[src/rtl/tick_timer_pkg.sv]
// Package: shared types for the tick timer.
// Assumes: at most one write operation takes effect per cycle. The top
// module decodes its write strobes into this encoding.
package tick_timer_pkg;

    // Which register the write port updates in the current cycle.
    typedef enum logic [1:0] {
        WOP_NONE  = 2'd0,
        WOP_COUNT = 2'd1,
        WOP_LIMIT = 2'd2
    } wr_op_e;

    // Value the disable flag takes on reset.
    localparam logic DIS_AT_RESET = 1'b1;

endpackage

[src/rtl/tick_counter.sv]
// Module: tick_counter
// Holds the running count and the shared disable flag. The count advances
// on every strobe whether or not the flag is set. A count write loads the
// count. Either a count write or a limit write updates the flag.
// Assumes: op is already decoded, and a limit write outranks a count write.
module tick_counter
    import tick_timer_pkg::*;
#(
    parameter int unsigned VAL_W = 63
) (
    input  logic             clk,
    input  logic             rst_n,
    input  logic             tick_en,
    input  wr_op_e           op,
    input  logic [VAL_W-1:0] wr_val,
    input  logic             wr_dis,
    output logic [VAL_W-1:0] cnt_q,
    output logic             dis_q
);

    // Count register: a write loads it, otherwise a strobe advances it.
    always_ff @(posedge clk) begin
        if (!rst_n)
            cnt_q <= '0;
        else if (op == WOP_COUNT)
            cnt_q <= wr_val;
        else if (tick_en)
            cnt_q <= cnt_q + 1'b1;
    end

    // Disable flag: follows the top bit of either kind of write.
    always_ff @(posedge clk) begin
        if (!rst_n)
            dis_q <= DIS_AT_RESET;
        else if (op != WOP_NONE)
            dis_q <= wr_dis;
    end

    AST_RESET_COUNT: assert property (@(posedge clk)
        !rst_n |=> (cnt_q == '0 && dis_q));
    AST_COUNT_ADVANCE: assert property (@(posedge clk) disable iff (!rst_n)
        (tick_en && op != WOP_COUNT) |=> cnt_q == $past(cnt_q) + 1'b1);
    AST_COUNT_HOLD: assert property (@(posedge clk) disable iff (!rst_n)
        (!tick_en && op != WOP_COUNT) |=> $stable(cnt_q));
    AST_COUNT_LOAD: assert property (@(posedge clk) disable iff (!rst_n)
        (op == WOP_COUNT) |=> (cnt_q == $past(wr_val) && dis_q == $past(wr_dis)));

endmodule

[src/rtl/tick_compare.sv]
// Module: tick_compare
// Holds the limit and a one-shot arm bit. The first strobe that brings the
// count to or past the limit consumes the arm, and a pulse follows only if
// the flag is clear.
// Assumes: cnt_q and dis_q come from tick_counter in the same clock domain.
module tick_compare
    import tick_timer_pkg::*;
#(
    parameter int unsigned VAL_W = 63
) (
    input  logic             clk,
    input  logic             rst_n,
    input  logic             tick_en,
    input  wr_op_e           op,
    input  logic [VAL_W-1:0] wr_val,
    input  logic             wr_dis,
    input  logic [VAL_W-1:0] cnt_q,
    input  logic             dis_q,
    output logic             match_o
);

    logic [VAL_W-1:0] lim_q;
    logic             arm_q;
    logic [VAL_W-1:0] cnt_nxt;
    logic             hit;

    // Compare the count after this strobe against the limit.
    always_comb begin
        cnt_nxt = cnt_q + 1'b1;
        hit     = tick_en && (op == WOP_NONE) && arm_q && (cnt_nxt >= lim_q);
    end

    // Limit register: only a limit write changes it.
    always_ff @(posedge clk) begin
        if (!rst_n)
            lim_q <= '0;
        else if (op == WOP_LIMIT)
            lim_q <= wr_val;
    end

    // Arm bit: set by an enabled nonzero limit write, cleared by a hit.
    always_ff @(posedge clk) begin
        if (!rst_n)
            arm_q <= 1'b0;
        else if (op == WOP_LIMIT)
            arm_q <= (|wr_val) && !wr_dis;
        else if (hit)
            arm_q <= 1'b0;
    end

    // Match pulse: registered hit, masked by the disable flag.
    always_ff @(posedge clk) begin
        if (!rst_n)
            match_o <= 1'b0;
        else
            match_o <= hit && !dis_q;
    end

    AST_RESET_DISARM: assert property (@(posedge clk)
        !rst_n |=> (!arm_q && !match_o));
    AST_ZERO_LIMIT: assert property (@(posedge clk) disable iff (!rst_n)
        (op == WOP_LIMIT && wr_val == '0) |=> !arm_q);
    AST_DIS_LIMIT: assert property (@(posedge clk) disable iff (!rst_n)
        (op == WOP_LIMIT && wr_dis) |=> !arm_q);
    AST_ONE_CYCLE: assert property (@(posedge clk) disable iff (!rst_n)
        match_o |=> !match_o);
    AST_NO_MATCH_DIS: assert property (@(posedge clk) disable iff (!rst_n)
        match_o |-> !$past(dis_q));

endmodule

[src/rtl/tick_timer.sv]
// Module: tick_timer (top)
// Tick counter with compare limit. The top bit of the write word and of
// the read word is the shared disable flag.
// Assumes: CNT_W >= 2, and software does not rely on which write wins when
// both strobes are high (the limit write does).
module tick_timer
    import tick_timer_pkg::*;
#(
    parameter int unsigned CNT_W = 64
) (
    input  logic             clk,
    input  logic             rst_n,
    input  logic             tick_en,
    input  logic             cnt_wr,
    input  logic             lim_wr,
    input  logic [CNT_W-1:0] wr_data,
    output logic [CNT_W-1:0] rd_data,
    output logic             match_o
);

    localparam int unsigned VAL_W = CNT_W - 1;

    wr_op_e           op;
    logic [VAL_W-1:0] cnt_q;
    logic             dis_q;

    // Decode the write strobes; the limit write takes precedence.
    always_comb begin
        if (lim_wr)
            op = WOP_LIMIT;
        else if (cnt_wr)
            op = WOP_COUNT;
        else
            op = WOP_NONE;
    end

    tick_counter #(.VAL_W(VAL_W)) u_cnt (
        .clk     (clk),
        .rst_n   (rst_n),
        .tick_en (tick_en),
        .op      (op),
        .wr_val  (wr_data[VAL_W-1:0]),
        .wr_dis  (wr_data[CNT_W-1]),
        .cnt_q   (cnt_q),
        .dis_q   (dis_q)
    );

    tick_compare #(.VAL_W(VAL_W)) u_cmp (
        .clk     (clk),
        .rst_n   (rst_n),
        .tick_en (tick_en),
        .op      (op),
        .wr_val  (wr_data[VAL_W-1:0]),
        .wr_dis  (wr_data[CNT_W-1]),
        .cnt_q   (cnt_q),
        .dis_q   (dis_q),
        .match_o (match_o)
    );

    // Read view: the flag occupies the top bit.
    always_comb rd_data = {dis_q, cnt_q};

    AST_LIMIT_WINS: assert property (@(posedge clk) disable iff (!rst_n)
        (lim_wr && cnt_wr) |=> rd_data[CNT_W-1] == $past(wr_data[CNT_W-1]));

endmodule

[config.mk]
export PLATFORM = sky130hd
export DESIGN_NAME = tick_timer
export DESIGN_NICKNAME = d
export VERILOG_FILES = /design/src/rtl/tick_timer_pkg.sv /design/src/rtl/tick_counter.sv /design/src/rtl/tick_compare.sv /design/src/rtl/tick_timer.sv
export SDC_FILE = /design/constraint.sdc
export NUM_CORES = 1
export LEC_CHECK = 0
export BUFFER_PORTS_ARGS = -buffer_cell sky130_fd_sc_hd__buf_2
export CORE_MARGIN = 3
export CORE_UTILIZATION = 30
export DETAILED_ROUTE_END_ITERATION = 12
export GPL_TIMING_DRIVEN = 0
export PLACE_DENSITY = 0.44
export REMOVE_ABC_BUFFERS = 1
export SYNTH_ARGS = -nofsm -noshare
export SYNTH_HDL_FRONTEND = slang
export SYNTH_SLANG_ARGS = --single-unit
[constraint.sdc]
create_clock -name clk -period 4.2 [get_ports clk]
set_input_delay 0.84 -clock clk [delete_from_list [all_inputs] [get_ports clk]]
set_output_delay 0.84 -clock clk [all_outputs]
set_load 0.01 [all_outputs]
Word-level counts from Yosys, hierarchy flattened
Cells that the tools add are included.
{ "totals": {"regBits": 129, "input_bits": 69, "elab_cells": 27} }
{ "op_classes": {"n_eq_ne": 2, "n_mux": 6, "reduce_logical": 12, "n_lt_le_gt_ge": 1, "n_addsub": 1} }
{ "ops": {"columns": ["op", "n"], "rows": [
  ["2-to-1 mux 63 bit", 2],
  ["adder 63 x 1 -> 63 bit (second input constant)", 1],
  [">= comparator 63 bit", 1],
  ["OR reduction 63 bit", 1],
  ["nonzero test 2 bit", 3],
  ["logical AND 1 bit", 5],
  ["2-to-1 mux 1 bit", 3],
  ["== test 2 x 1 -> 1 bit (second input constant)", 1],
  ["== test 2 bit (second input constant)", 1],
  ["zero test 1 bit", 2],
  ["zero test 2 bit", 1],
  ["2-to-1 mux 2 bit", 1]
]} }

Longest topological paths before layout
{ "logic_depth": {"word_depth": 8, "mapped_depth": 16} }

Hierarchy
A second synthesis with hierarchy kept.
{ "unflattened": {"cells_unflattened": 1181, "area_unflattened_um2": 9008.6} }
{ "by_module_without_submodules": {"columns": ["module", "instances", "area_each_um2", "seq_area_each_um2", "cells_each"], "rows": [
  ["tick_compare", 1, 5287.6, 1301.2, 707],
  ["tick_counter", 1, 3699.8, 1281.2, 472],
  ["tick_timer", 1, 21.3, 0.0, 2]
]} }

Least setup slack after synthesis
OpenSTA, ideal clock, no wires.
{ "synth_timing": {"path_type": "register to register", "startpoint": "reg u_cnt.cnt_q[0]", "endpoint": "reg u_cmp.arm_q", "setup_slack_ns": 0.624, "setup_time_ns": 0.116, "arrival_ns": 3.460, "stages_incl_launch_ff": 17, "t_required_ns": 4.084, "path_buffers": 2, "synth_period_minus_slack_ns": 3.576, "path_cell_list": "dfxtp_1 > ha_1 > and3_1 > and4_1 > buf_2 > nand3_4 > or3_1 > buf_6 > nor3_4 > xor2_1 > ha_1 > nand4_1 > nor3_1 > nand3_1 > a311oi_1 > a41oi_1 > a31o_2"} }
{ "synth_via": {"elab_chain_cells": 4} }
{ "synth_lines": {"columns": ["element", "line", "source"], "rows": [
  ["from (decl)", "tick_counter.sv:17", "output logic [VAL_W-1:0] cnt_q,"],
  ["from (signal assigned)", "tick_counter.sv:26", "cnt_q <= wr_val;"],
  ["from (signal assigned)", "tick_counter.sv:28", "cnt_q <= cnt_q + 1'b1;"],
  ["adder 63 x 1 -> 63 bit", "tick_compare.sv:29", "cnt_nxt = cnt_q + 1'b1;"],
  [">= comparator 63 bit", "tick_compare.sv:30", "hit = tick_en && (op == WOP_NONE) && arm_q && (cnt_nxt >= lim_q);"],
  ["logical AND 1 bit", "tick_compare.sv:30", null],
  ["nonzero test 2 bit (no line)", null, null],
  ["to (signal assigned)", "tick_compare.sv:46", "arm_q <= (|wr_val) && !wr_dis;"],
  ["to (decl)", "tick_compare.sv:23", "logic arm_q;"]
]} }
No other way between the ends.
A chain may end at the register's enable or synchronous reset.

Worst setup path after layout
{ "layout_timing": {"startpoint": "reg u_cnt.cnt_q[1]", "endpoint": "reg u_cmp.arm_q"} }
Same word-level chain as after synthesis.

==> flow_summary.ini <==
[status]
outcome = complete, no violations

[yosys]
synthesis.area_um2 = 8430
yosysUniqueCellTypes = 50
synth-seq-cells = 129
avgSynthCellArea_um2 = 8.09
ys_seq_area_share_pct = 30.6
synthCells = 1042
ys_warn_count = 0

[global_route]
grt_pass1_vias = 7370
grt_pass1_wl_mm = 43.3
grt.overflow.total = 0
grt_use_total_pct = 18.4
antenna_found_initial = 2
grt_max_degree = 78

[worst_setup_path]
worst_r2r_path_depth = 14
rrSetupSlack_ps = 280
r2r_start = u_cnt.cnt_q[1]
crit_arrival_ps = 4230
crit_path_end_kind = flop
rr_endpoint = u_cmp.arm_q
worstSetupPathType = reg2reg
crit_fanout = 8
critical_path_required_ps = 4510
startpoint_type = flop

[cts]
clk_pin_slew_ps = 60
htreeDepth = 4
root_buffer = clkbuf_16
cts_tree = done
cts_hold_buf = 0
numCtsBuffers = 17
cts.sinks = 129
clk_latency_ps = 420
clockBufferDepth = 2

[sta]
slew_headroom_pct = 33.9
fin_crit_sh_pct = 93.4
hold_violations = 0
setup_viol_count_final = 0
slew_violations = 0
rsz0062_at_grt = false
fin_tns_setup_ps = 0
tightest_slew_ps = 983
fin_crit_ps = 3920
skew_ps = 9.76
fmax_mhz = 255
worst_slack_ps = 275

[worst_hold_path]
hold_end = u_cmp.match_o
worstHoldPathCells = 2
hp-start = u_cmp.arm_q
hold_class = reg2reg

[placed_design]
gp_congestion = 0.785
portBuffers = 133
post-place-ws_ps = -1020
hpwl_mm = 20.1

[power]
ir_drop_mv = 0.210
leakage_nw = 4.29
power.density_nw_per_um2 = 336

[route]
vias_per_cell = 4.95
wl_mm = 27.7
drc = 0
num_vias = 7631
drt-initial-drc-count = 314
drt-pass1-iter-count = 4
ant_nets = 0
wire_per_inst_um = 18.0

[floorplanning]
dieArea_um2 = 30200
pin_count = 134
die_h_um = 174
dieWidth_um = 174
core-area_um2 = 27300
start_util_pct = 30.9
rows = 60

[finish]
drive_above_1_share_pct = 18.1
areaGrowthSynthToFinish_pct = 21.2
layout.nets = 1288
fill_cells = 2951

[job]
cap_viol_max_count = 0
placed cells by master, fill, tap and decap left out, drive strengths merged, types with 32 or more instances in the layout:
cell type,Yosys,final
o21ai,55,55
nand2,67,67
inv,74,74
a21oi,68,68
ha,64,64
dfxtp,129,129
nand4,36,36
xor2,46,46
nand3,35,35
nor2,125,125
mux2i,64,64
nor4,32,32
buf,22,150
xnor2,74,74
layer usage:
layer	vias to the layer above	share of wire, %	GRT usage [%]
li1	3872	-	-
met2	147	45	29.1
met3	27	4.0	3.44
met4	0	1.6	5.63
met5	-	0	0
met1	3585	49	25.3
how the worst max path moves through the flow:
| stage | endpoint | from | slack [ps] |
|---|---|---|---|
| finish | u_cmp.arm_q | u_cnt.cnt_q[1] | 280 |
| floorplan | u_cmp.arm_q | u_cnt.cnt_q[0] | 430 |
| global placement | u_cnt.cnt_q[60] | lim_wr | -2740 |
| detailed placement | u_cmp.match_o | u_cnt.cnt_q[8] | -1020 |
| global route | u_cmp.arm_q | u_cnt.cnt_q[22] | 7 |
| CTS | u_cmp.match_o | u_cnt.cnt_q[22] | 5 |
layout make-up:
cell class              instances  area, µm²  area share [%]
repair buffers                150        881            8.62
well taps                     372        465            4.55
diodes                          2       5.00          0.0490
clock buffers                  22        454            4.44
flip-flops and latches        129       2580            25.3
clock inverters                10        111            1.09
multi-input cells             783       5440            53.2
inverters                      74        280            2.74
cell usage after synthesis (all sizes together):
cell type  count  area (µm²)
mux2i         64         641
a311oi         4        35.0
nor4          32         206
nor3b          1        7.51
a211oi        20         155
buf           22         108
o21a           3        22.5
a221oi         1        8.76
and3          15        93.8
o221a          1        11.3
nor2b          2        12.5
nand4         36         270
and2          10        62.6
nand3b         2        15.0
a211o          1        8.76
xnor2         74         648
or3            5        31.3
nor2         125         472
dfxtp        129        2580
o2bb2ai        1        8.76
nand3         35         193
nand2b         2        12.5
o211ai         1        7.51
a21oi         68         340
ha            64         801
clkbuf        34         128
o21ai         55         275
nand2         67         254
a21o           5        37.5
a221o          2        20.0
a41oi          2        17.5
nor3          27         163
inv           74         278
a31o           1        8.76
o2111ai        1        8.76
and4          10        87.6
xor2          46         403
sequential cells by signal, summed over array words and instances (netlist names):
register / flops
u_cmp.match_o: 1
u_cnt.cnt_q: 63
u_cmp.arm_q: 1
u_cmp.lim_q: 63
u_cnt.dis_q: 1
cell families after synthesis:
| family | Yosys count | synth area share [%] |
|---|---|---|
| AOI/OAI and AO/OA | 166 | 11.5 |
| xor gates and xnor gates | 120 | 12.5 |
| adders and majority gates | 64 | 9.49 |
| buffers and inverters | 130 | 6.08 |
| DFF | 129 | 30.6 |
| muxes | 64 | 7.60 |
| and+or+nand+nor | 369 | 22.3 |
repair_timing:
action | in CTS | in global routing
pin swaps | 2 | 7
buffers inserted | 5 | 9
gates resized for setup | 10 | 14
endpoints found under the setup margin | 2 | 2
through the flow:
stage	hold WS, ps	instances	util [%]	instance area (µm²)	power (W)
2_1_floorplan	445	986	-	8200	0.00174
3_3_place_gp	462	1491	34.1	9330	0.00199
3_5_place_dp	469	1494	34.5	9430	0.00199
4_1_cts	474	1531	36.9	10100	0.00348
5_1_grt	512	1542	37.4	10200	0.00362
6_report	483	1542	37.4	10200	0.00344
power by group:
| part | internal, W | leakage [nW] | switching, W | total [W] |
|---|---|---|---|---|
| sequential | 0.00130 | 1.07 | 0.0000990 | 0.00140 |
| combinational | 0.000250 | 2.95 | 0.000322 | 0.000572 |
| clock | 0.000886 | 0.270 | 0.000578 | 0.00146 |
| total | 0.00244 | 4.29 | 0.000998 | 0.00344 |
worst max-delay path: stages, from the launching register on:
cell	delay [ps]
dfxtp_1	420
ha_1	240
and3_1	280
and4_4	300
nand3_4	180
or3_4	490
nor3_4	200
xor2_1	90
ha_1	320
nand4_1	170
nor3_4	260
nand3_2	180
nor3_1	290
a21oi_1	170
a31o_2	220
Power figures use the tool's default switching activity.
